<file path="src/rtl/e3_ovh_pkg.sv">
package e3_ovh_pkg;

  // Per-bit strobes passed from the position control to the output datapath
  typedef struct packed {
    logic valid;     // a bit is present this cycle
    logic armed;     // a frame start has been seen (including this bit)
    logic inOvh;     // the current bit lies in the overhead window
    logic patCheck;  // the current bit is one of the extension pattern bits
    logic patFirst;  // the first pattern bit
    logic patLast;   // the last pattern bit
    logic patExp;    // the expected value of the current pattern bit
  } ctrlStrobes_t;

endpackage

</file>
<file path="src/rtl/e3_ovh_ctrl.sv">
module e3_ovh_ctrl
  import e3_ovh_pkg::*;
#(
  parameter int FRAME_LEN = 1536,
  parameter int BASE_OVH  = 12,
  parameter int EXT_OVH   = 4,
  parameter logic [EXT_OVH-1:0] EXT_PATTERN = 4'b1100
) (
  input  logic         clk,
  input  logic         rstN,
  input  logic         bitValid,
  input  logic         frameStart,
  input  logic         extEn,
  output ctrlStrobes_t strobes
);

  localparam int CW        = $clog2(FRAME_LEN);
  localparam int IW        = $clog2(EXT_OVH);
  localparam int EXT_TOTAL = BASE_OVH + EXT_OVH;
  localparam logic [CW-1:0] LAST_POS  = CW'(FRAME_LEN - 1);
  localparam logic [CW-1:0] BASE_LEN  = CW'(BASE_OVH);
  localparam logic [CW-1:0] EXT_LEN   = CW'(EXT_TOTAL);
  localparam logic [CW-1:0] PAT_LAST  = CW'(EXT_TOTAL - 1);

  logic [CW-1:0] nextPos;
  logic [CW-1:0] curPos;
  logic [CW-1:0] patIdx;
  logic          armed;
  logic          curExt;
  logic          restart;
  logic          armedNow;
  logic          modeNow;
  logic          inPatRange;
  logic [EXT_OVH-1:0] patRev;

  // Flip the pattern so that index 0 is the first bit on the line
  for (genvar g = 0; g < EXT_OVH; g++) begin : g_patRev
    assign patRev[g] = EXT_PATTERN[EXT_OVH-1-g];
  end

  always_comb begin
    restart    = bitValid && frameStart;
    curPos     = restart ? '0 : nextPos;
    armedNow   = armed || restart;
    modeNow    = (curPos == '0) ? extEn : curExt;
    patIdx     = curPos - BASE_LEN;
    inPatRange = (curPos >= BASE_LEN) && (curPos < EXT_LEN);

    strobes.valid    = bitValid;
    strobes.armed    = armedNow;
    strobes.inOvh    = curPos < (modeNow ? EXT_LEN : BASE_LEN);
    strobes.patCheck = bitValid && armedNow && modeNow && inPatRange;
    strobes.patFirst = curPos == BASE_LEN;
    strobes.patLast  = curPos == PAT_LAST;
    strobes.patExp   = patRev[patIdx[IW-1:0]];
  end

  always_ff @(posedge clk) begin
    if (!rstN) begin
      nextPos <= '0;
      armed   <= 1'b0;
      curExt  <= 1'b0;
    end else if (bitValid) begin
      armed   <= armedNow;
      curExt  <= modeNow;
      nextPos <= (curPos == LAST_POS) ? '0 : curPos + 1'b1;
    end
  end

endmodule

</file>
<file path="src/rtl/e3_ovh_dpath.sv">
module e3_ovh_dpath
  import e3_ovh_pkg::*;
(
  input  logic         clk,
  input  logic         rstN,
  input  logic         rxBit,
  input  ctrlStrobes_t strobes,
  output logic         dataOut,
  output logic         syncMark,
  output logic         ovhN,
  output logic         infoEn,
  output logic         patErr
);

  logic missAcc;
  logic missNow;
  logic accNext;
  logic markNow;

  always_comb begin
    missNow = strobes.patCheck && (rxBit != strobes.patExp);
    accNext = strobes.patFirst ? missNow : (missAcc || missNow);
    markNow = strobes.armed && strobes.inOvh;
  end

  always_ff @(posedge clk) begin
    if (!rstN) begin
      dataOut  <= 1'b0;
      syncMark <= 1'b0;
      ovhN     <= 1'b1;
      infoEn   <= 1'b0;
      patErr   <= 1'b0;
      missAcc  <= 1'b0;
    end else begin
      infoEn <= 1'b0;
      patErr <= 1'b0;
      if (strobes.valid) begin
        dataOut  <= rxBit;
        syncMark <= markNow;
        ovhN     <= !markNow;
        infoEn   <= strobes.armed && !strobes.inOvh;
        if (strobes.patCheck) begin
          missAcc <= accNext;
          patErr  <= strobes.patLast && accNext;
        end
      end
    end
  end

endmodule

</file>
<file path="src/rtl/e3_ovh_marker.sv">
module e3_ovh_marker
  import e3_ovh_pkg::*;
#(
  parameter int FRAME_LEN = 1536,
  parameter int BASE_OVH  = 12,
  parameter int EXT_OVH   = 4,
  parameter logic [EXT_OVH-1:0] EXT_PATTERN = 4'b1100
) (
  input  logic clk,
  input  logic rstN,
  input  logic bitValid,
  input  logic frameStart,
  input  logic extEn,
  input  logic rxBit,
  output logic dataOut,
  output logic syncMark,
  output logic ovhN,
  output logic infoEn,
  output logic patErr
);

  ctrlStrobes_t strobes;

  e3_ovh_ctrl #(
    .FRAME_LEN  (FRAME_LEN),
    .BASE_OVH   (BASE_OVH),
    .EXT_OVH    (EXT_OVH),
    .EXT_PATTERN(EXT_PATTERN)
  ) u_ctrl (
    .clk       (clk),
    .rstN      (rstN),
    .bitValid  (bitValid),
    .frameStart(frameStart),
    .extEn     (extEn),
    .strobes   (strobes)
  );

  e3_ovh_dpath u_dpath (
    .clk     (clk),
    .rstN    (rstN),
    .rxBit   (rxBit),
    .strobes (strobes),
    .dataOut (dataOut),
    .syncMark(syncMark),
    .ovhN    (ovhN),
    .infoEn  (infoEn),
    .patErr  (patErr)
  );

endmodule

</file>
<file path="config.mk">
export PLATFORM = sky130hd
export DESIGN_NAME = e3_ovh_marker
export DESIGN_NICKNAME = d
export VERILOG_FILES = /design/src/rtl/e3_ovh_pkg.sv /design/src/rtl/e3_ovh_ctrl.sv /design/src/rtl/e3_ovh_dpath.sv /design/src/rtl/e3_ovh_marker.sv
export SDC_FILE = /design/constraint.sdc
export NUM_CORES = 1
export LEC_CHECK = 0
export ABC_AREA = 1
export BUFFER_PORTS_ARGS = -buffer_cell sky130_fd_sc_hd__buf_2
export CAP_MARGIN = 20
export CORE_MARGIN = 2
export CORE_UTILIZATION = 25
export CTS_CLUSTER_DIAMETER = 30
export DETAILED_ROUTE_END_ITERATION = 7
export GPL_ROUTABILITY_DRIVEN = 0
export HOLD_SLACK_MARGIN = 0.05
export PLACE_DENSITY = 0.39
export SKIP_CTS_REPAIR_TIMING = 1
export SYNTH_ARGS = -nofsm -noshare
export SYNTH_HDL_FRONTEND = slang
export SYNTH_SLANG_ARGS = --single-unit
</file>
<file path="constraint.sdc">
create_clock -name clk -period 2.7 [get_ports clk]
set_input_delay 0.27 -clock clk [delete_from_list [all_inputs] [get_ports clk]]
set_output_delay 0.27 -clock clk [all_outputs]
set_load 0.005 [all_outputs]
</file>
# Word level (Yosys, flattened, before mapping)

Index checks and enable logic that the tools add are counted.

$add $sub $neg: 2
$lt $le $gt $ge: 4
Eq/ne operators: 4
Mux-type cells: 7
Reductions and logical operators: 17

Operators by type and width:

| operator                                                            | count |
|---|---|
| equality test 11 x 4 -> 1 bit (second input constant)               | 2 |
| two-way mux 11 bit                                                  | 2 |
| adder 11 x 1 -> 11 bit (second input constant)                      | 1 |
| equality test 11 bit (second input constant)                        | 1 |
| greater-or-equal comparator 11 x 4 -> 1 bit (second input constant) | 1 |
| logical NOT 11 bit                                                  | 1 |
| less-than comparator 11 x 5 -> 1 bit                                | 1 |
| less-than comparator 11 x 5 -> 1 bit (second input constant)        | 1 |
| logical AND 1 bit                                                   | 9 |
| two-way mux 5 bit                                                   | 1 |
| AND reduction 2 bit                                                 | 2 |
| less-than comparator 2 x 3 -> 1 bit (second input constant)         | 1 |
| two-way mux 1 bit                                                   | 3 |
| AND reduction 3 bit                                                 | 1 |
| binary-select mux 1 bit (select 2 bit)                              | 1 |
| logical NOT 1 bit                                                   | 2 |
| logical OR 1 bit                                                    | 2 |
| subtractor 2 x 1 -> 2 bit (second input constant)                   | 1 |
| != test 1 bit                                                       | 1 |

Register bits: 19
Input port bits: 6
Output and inout port bits: 5

# Logic depth before layout (Yosys ltp)

Gate-level depths: netlist of run 1.

Depth in word-level cells: 10
Mapped depth: 18
Mapped depth without buffers: 17

# Cells and area by module

A second synthesis of run 1 with hierarchy kept.

Cell total of the unflattened synthesis: 193
Area, all modules: 1281.2 sq um

By module, submodules not included:

| module       | instances | cells an instance | area each (sq um) | sequential area each (sq um) |
|---|---|---|---|---|
| e3_ovh_ctrl  | 1         | 162               | 1049.8            | 260.2 |
| e3_ovh_dpath | 1         | 31                | 231.5             | 120.1 |

# Least setup slack after synthesis of run 1

Ideal clock, no wire load.

Path kind: input port to flip-flop
From: input port bitValid
To: register u_dpath.ovhN
Library setup time: 0.112 ns
Arrival time: 2.023 ns
Data required time: 2.588 ns
Slack: 0.564 ns
Cell stages on the path: 18
Buffers on the path: 1
Cells stage by stage: buf_6 > nand2_4 > inv_2 > nor2_2 > inv_1 > ha_1 > nand3_1 > inv_2 > nand2_1 > nand2_2 > nand2_4 > ha_1 > o211ai_1 > inv_1 > nor2_1 > nand3_1 > nand2_1 > nand2_1

Word-level cells in the longest chain between the ends: 8
Elaborated cells between the ends (all ways): 9
Those cells by class: order compare: 1; mux: 3; reduce/logical: 5

RTL lines:

| element                              | RTL line            | source |
|---|---|---|
| start, declared                      | e3_ovh_marker.sv:11 | `input logic bitValid,` |
| logical AND 1 bit                    | e3_ovh_ctrl.sv:42   | `restart = bitValid && frameStart;` |
| two-way mux 11 bit                   | e3_ovh_ctrl.sv:43   | `curPos = restart ? '0 : nextPos;` |
| logical NOT 11 bit                   | e3_ovh_ctrl.sv:45   | `modeNow = (curPos == '0) ? extEn : curExt;` |
| two-way mux 1 bit                    | e3_ovh_ctrl.sv:45   |  |
| two-way mux 5 bit                    | e3_ovh_ctrl.sv:51   | `strobes.inOvh = curPos < (modeNow ? EXT_LEN : BASE_LEN);` |
| less-than comparator 11 x 5 -> 1 bit | e3_ovh_ctrl.sv:51   |  |
| logical AND 1 bit                    | e3_ovh_dpath.sv:23  | `markNow = strobes.armed && strobes.inOvh;` |
| logical NOT 1 bit                    | e3_ovh_dpath.sv:40  | `ovhN <= !markNow;` |
| end signal, assigned                 | e3_ovh_dpath.sv:40  |  |
| end, declared                        | e3_ovh_dpath.sv:10  | `output logic ovhN,` |

Parallel ways exist; a longest one is shown, timed or not.
A chain may end at the register's enable or synchronous reset.

# Worst setup path after layout of run 1

From: register u_ctrl.nextPos[0]
To: register u_dpath.ovhN

Word-level cells in the longest chain between the ends: 7

RTL lines:

| element                                  | RTL line           | source |
|---|---|---|
| start, declared                          | e3_ovh_ctrl.sv:25  | `logic [CW-1:0] nextPos;` |
| start signal, assigned                   | e3_ovh_ctrl.sv:66  | `nextPos <= (curPos == LAST_POS) ? '0 : curPos + 1'b1;` |
| two-way mux 11 bit (*)                   | e3_ovh_ctrl.sv:43  |  |
| logical NOT 11 bit                       | e3_ovh_ctrl.sv:45  |  |
| two-way mux 1 bit                        | e3_ovh_ctrl.sv:45  |  |
| two-way mux 5 bit                        | e3_ovh_ctrl.sv:51  |  |
| less-than comparator 11 x 5 -> 1 bit (*) | e3_ovh_ctrl.sv:51  |  |
| logical AND 1 bit (*)                    | e3_ovh_dpath.sv:23 |  |
| logical NOT 1 bit (*)                    | e3_ovh_dpath.sv:40 |  |

Mark *: on every way between the ends. The rest lies on a longest branch, timed or not.

==> results of run 1 <==
## critical path, delay by kind of cell (launching register included)
family / cells / cell delay [ns]
buf+inv: 4 / 0.30
simple gates: 9 / 0.91
fa+ha+maj: 2 / 0.44
flops: 1 / 0.36
compound gates: 1 / 0.17
## flip-flops by register name, indices dropped and copies added (netlist names)
name and flops:
u_dpath.missAcc 1, u_dpath.infoEn 1, u_ctrl.nextPos 11, u_dpath.patErr 1
u_ctrl.curExt 1, u_dpath.syncMark 1, u_dpath.dataOut 1, u_dpath.ovhN 1
u_ctrl.armed 1
## cells by family (layout without fill, tap and decap cells)
logic type / after synthesis / in the layout / synth area share, %
compound gates: 26 / 26 / 12.5
buf+inv: 30 / 42 / 10.1
xor+xnor: 1 / 1 / 0.695
simple gates: 107 / 107 / 43.6
fa+ha+maj: 3 / 3 / 2.98
flops: 19 / 19 / 30.2
## through the flow
step	util [%]	worst slack (ns)	cell area (um^2)	hold slack [ns]
final	29.9	0.402	1430	0.271
after global routing	29.9	0.129	1430	0.274
after CTS	29.9	0.387	1430	0.266
after detailed placement	28.9	0.302	1380	0.460
after global placement	28.9	0.294	1380	0.455
after floorplan	-	0.564	1260	0.339
## power by group through the flow
| stage | Combinational (W) | Sequential (W) | Clock (W) |
|---|---|---|---|
| after CTS | 0.0000820 | 0.000293 | 0.000216 |
| after detailed placement | 0.0000815 | 0.000299 | 0 |
| after global placement | 0.0000824 | 0.000299 | 0 |
| after floorplan | 0.0000579 | 0.000299 | 0 |
| final | 0.0000804 | 0.000293 | 0.000206 |
| after global routing | 0.0000912 | 0.000294 | 0.000231 |
## how the worst max path moves through the flow
stage,from,endpoint,slack (ns)
finish,u_ctrl.nextPos[0],u_dpath.ovhN,0.40
global route,u_ctrl.nextPos[0],u_dpath.ovhN,0.13
CTS,u_ctrl.nextPos[0],u_dpath.ovhN,0.39
detailed placement,bitValid,u_dpath.ovhN,0.30
global placement,bitValid,u_dpath.syncMark,0.29
floorplan,bitValid,u_dpath.ovhN,0.56
## cells in the mapped netlist (2+ instances only)
library cell / instances
nor2_4: 2
inv_2: 5
nor2_1: 14
inv_1: 20
o21ai_1: 2
nor2_2: 5
nand2_2: 5
nor3_1: 3
nand3_2: 2
ha_1: 3
nand4_1: 9
buf_6: 2
nand3_1: 17
clkbuf_1: 3
a21oi_1: 14
dfxtp_1: 19
nand2_1: 43
o21ai_0: 3
o21bai_1: 2
o21ai_2: 2
nand2_4: 3
## final cells by class
type | instances | area share (%)
clock buffer | 3 | 2.89
tap | 67 | 5.86
inverter | 25 | 6.56
clock inverter | 1 | 0.350
sequential | 19 | 26.6
multi-input combinational | 137 | 52.7
timing repair buffer | 13 | 5.07
## layer usage
layer  global-route usage [%]  vias up  share of wire, %
li1                         -      629                 -
met1                     19.0      556                49
met2                     20.3       23                45
met3                     1.74        7               3.3
met4                     6.55        0               3.0
met5                        0        -                 0
==> summary.txt, run 1 <==
syn_area_per_cell: 6.78 um^2
crit path time final: 2.30 ns
setup violators final: 0
Worst-path clk slew: 0.07 ns
# diodes: 0
Hold Crit Endpoint: u_dpath.ovhN
top_reg_cell synth: dfxtp_1
GRT Overall Usage: 13.5%
Post-Route WL: 3.31 mm
CTS buffer count: 3
first-pass GRT wire length: 5.69 mm
status: completed
critical path type: reg2reg
Sw Pwr: 0.000161 W
Post-Syn Area: 0.00126 mm^2
dominant cell type by area after synthesis: dfxtp_1
reg2reg start: u_ctrl.nextPos[0]
Post-synth ARST share: 0%
largest net degree at the start of global routing: 18
critical path startpoint category: register
RSZ-0062 raised after global routing: no
Data arrival, critical path: 2.46 ns
fin. max-slew vios: 0
HP Start: rstN
share of the synthesized area in the top cell type: 30.2%
CP Data Required Time: 2.86 ns
Seq. cell area: 380 um^2
setup TNS: 0 ns
fin nets: 208
CP max stage cell: dfxtp_1
FF-to-FF End: u_dpath.ovhN
CTS H-tree lvls: 1
part of the power in registers: 50.6%
multi-input logic area: 753 um^2
Max-Cap Viols: 0
ANT nets after route: 0
Vias: 1215
count of cell types in the netlist: 29
Hold Path Class: in2reg
setup slack, reg-to-reg: 0.40 ns
Cell Chain, Critical Path: inv_1, nor2_2, inv_1, ha_1, nand3_1, inv_2, nand2_1, nand2_2, nand2_4, ha_1, o211ai_1, inv_1, nor2_1, nand3_1, nand2_1, nand2_1
share of post-route cells with drive strength above 1: 22.7%
I/O pins: 11
I/O Buffers: 10
synthesis-stage register bit count: 19
most common cell after layout, fill and taps aside: nand2_1
Int Power: 0.000418 W
Worst Tran Pin Value: 0.466 ns
Crit. End Element: register
Final Non-Filler Cells: 265
fill cell count: 524
Synth warnings: 0
power density cells: 405 mW/mm^2
CTS tree: built
via/cell ratio: 4.58
Hold Path Cell Cnt: 2
Die Y: 75.0 um
Final Hold Fails: 0
clock sinks: 19
grt ovf: 0
Sw Share: 27.8%
CTS root buf: clkbuf_8
CP Max Fanout: 5
width of the die: 75.0 um
register area share after synthesis: 30.2%
core area: 0.00479 mm^2
synthesis-to-layout area growth: 13.4%
initial core utilization: 26.4%
Comb pwr share: 13.9%
Remaining DRCs: 0
Cell Count Post-Placement: 261
Initial DRT Pass Iterations: 4
clock share of power: 35.5%
Clock Skews: 0.000841 ns
Clock Path Buffers: 2
Mapped Nets: 195
fmax: 0.435 GHz
vias in the first global route: 1127
Die ar.: 0.00563 mm^2
relative slew slack: 68.9%
total power: 0.000579 W
Std-Cell Rows: 25
main area contributors after synthesis: dfxtp_1, nand2_1, nand3_1
static leakage: 0.606 nW
drt wl/cell: 12.5 um
number of synthesized flops with an enable pin: 0
DP Wirelength: 2.61 mm
most frequent cells in the layout: nand2_1, inv_1, dfxtp_1
period utilisation layout: 85.1%
initial antenna violation count: 0
DR iter-0 viols: 70
Mapped Cells: 186
Peak VDD IR: 209 uV
insertion delay to the later sink of the worst-skew pair: 0.26 ns
CP peak stage delay: 0.36 ns
worst r2r path cells: 16
Power figures use the tool's default switching activity.
==> run 2, diff against run 1 <==
==> constraint.sdc (replaced) <==
create_clock -name clk -period 2.5 [get_ports clk]
set_input_delay 0.25 -clock clk [delete_from_list [all_inputs] [get_ports clk]]
set_output_delay 0.25 -clock clk [all_outputs]
set_load 0.005 [all_outputs]
==> summary.txt, run 2 (same netlist as run 1, synthesis figures left out) <==
status: completed
static leakage: 0.616 nW (+1.7%)
Worst Path Buf+Inv: 4 (unchanged)
CP peak stage delay: 0.37 ns (about the same)
DP Wirelength: 2.71 mm (+3.8%)
largest net degree at the start of global routing: 18 (unchanged)
Seq. cell area: 380 um^2 (unchanged)
Hold Path Cell Cnt: 2 (unchanged)
width of the die: 75.0 um (unchanged)
drt wl/cell: 12.8 um (+2.6%)
fmax: 0.455 GHz (+4.5%)
setup violators final: 0 (unchanged)
crit path time final: 2.20 ns (-0.0994 ns)
Die ar.: 0.00563 mm^2 (unchanged)
CTS buffer count: 3 (unchanged)
CP Data Required Time: 2.66 ns (-0.20 ns)
Sw Share: 28.8% (+1.0 points)
insertion delay to the later sink of the worst-skew pair: 0.26 ns (about the same)
fin. max-slew vios: 0 (unchanged)
CP max stage cell: dfxtp_1
first-pass GRT wire length: 5.65 mm (-0.60%)
Hold Path Class: in2reg
relative slew slack: 68.7% (-0.21 points)
Post-Route WL: 3.43 mm (+3.4%)
HP Start: rstN
critical path startpoint category: register
initial antenna violation count: 0 (unchanged)
DR iter-0 viols: 70 (unchanged)
Int Power: 0.000454 W (+8.6%)
Peak VDD IR: 161 uV (-23%)
multi-input logic area: 753 um^2 (unchanged)
max FFs per register: 11 (unchanged)
Worst Tran Pin Value: 0.469 ns (+0.00319 ns)
vias in the first global route: 1164 (+3.3%)
initial core utilization: 26.4% (unchanged)
Remaining DRCs: 0 (unchanged)
CP Max Fanout: 5 (unchanged)
Clock Skews: 0.00137 ns (+0.000533 ns)
grt ovf: 0 (unchanged)
reg2reg start: u_ctrl.nextPos[0]
Final Non-Filler Cells: 267 (+0.75%)
Data arrival, critical path: 2.36 ns (-0.10 ns)
part of the power in registers: 49.6% (-1.0 points)
synthesis-to-layout area growth: 14.6%
most common cell after layout, fill and taps aside: nand2_1
Comb pwr share: 14.1% (+0.2 points)
I/O pins: 11 (unchanged)
fill cell count: 518 (-1.1%)
clock sinks: 19 (unchanged)
Biggest register: u_ctrl.nextPos
Initial DRT Pass Iterations: 4 (unchanged)
CTS H-tree lvls: 1 (unchanged)
Worst-path clk slew: 0.08 ns (about the same)
final core utilization: 30.2% (+0.31 points)
Sw Pwr: 0.000184 W (+14%)
most frequent cells in the layout: nand2_1, inv_1, dfxtp_1
Cell Chain, Critical Path: inv_1, nor2_2, inv_1, ha_1, nand3_1, inv_2, nand2_1, nand2_2, nand2_4, ha_1, o211ai_1, inv_1, nor2_1, nand3_1, nand2_1, nand2_1
power density cells: 441 mW/mm^2 (+9.0%)
Max-Cap Viols: 0 (unchanged)
fin nets: 210 (+0.96%)
core area: 0.00479 mm^2 (unchanged)
clock share of power: 36.2% (+0.7 points)
Final Hold Fails: 0 (unchanged)
period utilisation layout: 87.9% (+2.8 points)
setup TNS: 0 ns (unchanged)
FF-to-FF End: u_dpath.ovhN
hold_ws: 0.240 ns (-0.0306 ns)
CTS tree: built
share of post-route cells with drive strength above 1: 23.5% (+0.77 points)
Die Y: 75.0 um (unchanged)
critical path type: reg2reg
ANT nets after route: 0 (unchanged)
GRT Overall Usage: 13.6% (+0.083 points)
Crit. End Element: register
worst r2r path cells: 16 (unchanged)
Hold Crit Endpoint: u_dpath.ovhN
via/cell ratio: 4.51 (-1.6%)
# diodes: 0 (unchanged)
setup slack, reg-to-reg: 0.30 ns (-0.10 ns)
Cell Count Post-Placement: 263 (+0.77%)
Clock Path Buffers: 2 (unchanged)
CTS root buf: clkbuf_8
Vias: 1204 (-0.91%)
I/O Buffers: 10 (unchanged)
Std-Cell Rows: 25 (unchanged)
RSZ-0062 raised after global routing: no
CP top delay family: simple AND/OR/NAND/NOR gates
## run 2: changes by cell type in the layout (fill, tap and decap cells not counted), sizes merged
cell | previous run | this run
buf | 13 | 15
## run 2: how the worst max path moves through the flow
| stage | from | to | slack (ns) | depth (start not counted) |
|---|---|---|---|---|
| floorplan | bitValid | u_dpath.ovhN | 0.38 | 18 |
| global placement | bitValid | u_dpath.ovhN | 0.24 | 18 |
| detailed placement | bitValid | u_dpath.ovhN | 0.18 | 18 |
| CTS | u_ctrl.nextPos[0] | u_dpath.ovhN | 0.30 | 16 |
| global route | u_ctrl.nextPos[0] | u_dpath.syncMark | 0.04 | 15 |
| finish | u_ctrl.nextPos[0] | u_dpath.ovhN | 0.30 | 16 |
## run 2: final cells by class
class / instances / share of cell area, %
inverters: 25 / 6.49
clock buffers: 3 / 2.86
clock inverters: 1 / 0.346
well taps: 67 / 5.80
multi-input cells: 137 / 52.1
repair buffers: 15 / 6.06
flip-flops and latches: 19 / 26.3
## run 2: metrics by stage
step | area (um^2) | setup slack, ns | power, W
final | 1450 | 0.301 | 0.000638
after detailed placement | 1400 | 0.176 | 0.000415
after CTS | 1450 | 0.301 | 0.000643
after floorplan | 1260 | 0.384 | 0.000385
after global routing | 1450 | 0.0358 | 0.000673
after global placement | 1400 | 0.238 | 0.000416
## run 2: layer usage
metal  GRT usage [%]  up-vias  wire length, um
li1                -      633                -
met1            18.9      558             1720
met2            21.4       11             1590
met3            2.28        2               90
met4            4.17        0               25
met5               0        -                0
## run 2: power by group through the flow
stage                     clock [W]  combinational [W]  sequential [W]
after global routing       0.000253           0.000102        0.000318
after CTS                  0.000235          0.0000917        0.000317
after floorplan                   0          0.0000626        0.000323
after detailed placement          0          0.0000915        0.000324
final                      0.000231          0.0000901        0.000317
after global placement            0          0.0000919        0.000324
==> run 3, diff against run 2 <==
--- a/config.mk
+++ b/config.mk
@@ -9,12 +9,12 @@
 export BUFFER_PORTS_ARGS = -buffer_cell sky130_fd_sc_hd__buf_2
 export CAP_MARGIN = 20
 export CORE_MARGIN = 2
-export CORE_UTILIZATION = 25
+export CORE_UTILIZATION = 58
 export CTS_CLUSTER_DIAMETER = 30
 export DETAILED_ROUTE_END_ITERATION = 7
 export GPL_ROUTABILITY_DRIVEN = 0
 export HOLD_SLACK_MARGIN = 0.05
-export PLACE_DENSITY = 0.39
+export PLACE_DENSITY = 0.77
 export SKIP_CTS_REPAIR_TIMING = 1
 export SYNTH_ARGS = -nofsm -noshare
 export SYNTH_HDL_FRONTEND = slang
==> summary.txt, run 3 (same netlist as run 1, synthesis figures left out) <==
status: completed
critical path type: reg2reg
# diodes: 0 (unchanged)
ANT nets after route: 0 (unchanged)
Post-Route WL: 3.04 mm (-11%)
vias in the first global route: 1215 (+4.4%)
max FFs per register: 11 (unchanged)
power density cells: 415 mW/mm^2 (-6.0%)
DR iter-0 viols: 60 (-14%)
Die ar.: 0.00256 mm^2 (-54%)
Worst Setup SP: u_ctrl.nextPos[0]
fin area: 0.00137 mm^2 (-5.1%)
setup violators final: 0 (unchanged)
share of post-route cells with drive strength above 1: 23.6% (+0.12 points)
fmax: 0.434 GHz (-4.5%)
Worst-path clk slew: 0.11 ns (+0.03 ns)
Final Hold Fails: 0 (unchanged)
Biggest register: u_ctrl.nextPos
largest net degree at the start of global routing: 18 (unchanged)
Std-Cell Rows: 16 (-36%)
CTS root buf: clkbuf_4
Placed Area: 0.00134 mm^2 (-4.1%)
I/O Buffers: 10 (unchanged)
Die Y: 50.6 um (-33%)
crit path time final: 2.30 ns (+0.104 ns)
CP Data Required Time: 2.72 ns (+0.06 ns)
worst r2r path cells: 16 (unchanged)
Vias: 1282 (+6.5%)
Crit. End Element: register
initial antenna violation count: 0 (unchanged)
period utilisation layout: 92.1% (+4.2 points)
grt ovf: 0 (unchanged)
GRT Overall Usage: 26.6% (+13 points)
Hold Path Class: in2reg
Clock Skews: 0.00585 ns (+0.00447 ns)
Worst setup endpoint: u_dpath.ovhN
CTS buffer count: 3 (unchanged)
Worst Tran Pin Value: 0.425 ns (-0.0448 ns)
initial core utilization: 63.0% (+37 points)
I/O pins: 11 (unchanged)
synthesis-to-layout area growth: 8.73%
Remaining DRCs: 0 (unchanged)
drt wl/cell: 13.4 um (+4.7%)
insertion delay to the later sink of the worst-skew pair: 0.31 ns (+0.05 ns)
setup TNS: 0 ns (unchanged)
RSZ-0062 raised after global routing: no
fin nets: 209 (-0.48%)
critical path startpoint category: register
CTS H-tree lvls: 1 (unchanged)
core area: 0.00200 mm^2 (-58%)
via/cell ratio: 5.67 (+26%)
most common cell after layout, fill and taps aside: nand2_1
Initial DRT Pass Iterations: 4 (unchanged)
clock sinks: 19 (unchanged)
Data arrival, critical path: 2.52 ns (+0.16 ns)
Peak VDD IR: 466 uV (+190%)
fill cell count: 189 (-64%)
CTS tree: built
DP Wirelength: 2.39 mm (-12%)
most frequent cells in the layout: nand2_1, inv_1, dfxtp_1
hold_ws: 0.195 ns (-0.0451 ns)
reg2reg start: u_ctrl.nextPos[0]
Max-Cap Viols: 0 (unchanged)
Clock Path Buffers: 2 (unchanged)
width of the die: 50.6 um (-33%)
relative slew slack: 71.7% (+3.0 points)
first-pass GRT wire length: 5.15 mm (-8.8%)
setup slack, reg-to-reg: 0.20 ns (-0.10 ns)
fin. max-slew vios: 0 (unchanged)
static leakage: 0.604 nW (-1.9%)
FF-to-FF End: u_dpath.ovhN
CP Max Fanout: 5 (unchanged)
-- run 3: changes by cell type in the layout (fill, tap and decap cells not counted) --
cell / delta
nor2_1: -1
clkbuf_4: +3
clkbuf_8: -3
buf_4: -1
nor2_2: +1
-- run 3: stage by stage --
stage,total power [W],util [%],worst slack [ns],std cells
5_1_grt,0.000597,68.5,0.0412,226
3_3_place_gp,0.000407,67.0,0.296,222
3_5_place_dp,0.000412,67.0,0.102,222
4_1_cts,0.000573,68.4,0.224,226
6_report,0.000569,68.5,0.197,226
2_1_floorplan,0.000385,-,0.384,186
-- run 3: critical path, stage by stage, from the launching register on --
cell and delay (ns):
dfxtp_1 0.39, inv_1 0.10, nor2_2 0.12, inv_1 0.08
ha_1 0.21, nand3_1 0.10, inv_2 0.06, nand2_1 0.07
nand2_2 0.08, nand2_4 0.09, ha_1 0.25, o211ai_1 0.21
inv_1 0.09, nor2_2 0.12, nand3_1 0.11, nand2_1 0.08
nand2_1 0.05
-- run 3: power breakdown --
group          internal (W)  switching (W)  leakage [nW]   total, W
logic             0.0000312      0.0000588         0.432  0.0000899
registers          0.000311     0.00000557         0.155   0.000317
clock network     0.0000599       0.000102        0.0177   0.000162
-- run 3: how the worst min path moves through the flow --
stage | startpoint | end | slack, ns | cells past startpoint
after floorplan | rstN | u_dpath.ovhN | 0.32 | 1
after global placement | u_ctrl.nextPos[1] | u_ctrl.nextPos[1] | 0.46 | 2
after detailed placement | u_ctrl.nextPos[1] | u_ctrl.nextPos[1] | 0.46 | 2
final | rstN | u_dpath.ovhN | 0.19 | 2
after global routing | rstN | u_dpath.ovhN | 0.17 | 2
after CTS | rstN | u_dpath.ovhN | 0.18 | 2
-- run 3: layout make-up --
| type | instances | area [um^2] | share of cell area [%] |
|---|---|---|---|
| Inverter | 25 | 93.8 | 6.84 |
| Clock inverter | 1 | 5.00 | 0.365 |
| Sequential cell | 19 | 380 | 27.7 |
| Clock buffer | 3 | 22.5 | 1.64 |
| Timing Repair Buffer | 14 | 80.1 | 5.84 |
| Tap cell | 27 | 33.8 | 2.46 |
| Multi-Input combinational cell | 137 | 756 | 55.1 |
-- run 3: metal layers --
layer  track usage, %  wire length [um]
met3             4.76               243
met5                0                 0
met1             33.3              1310
met4             14.0                90
met2             43.4              1390
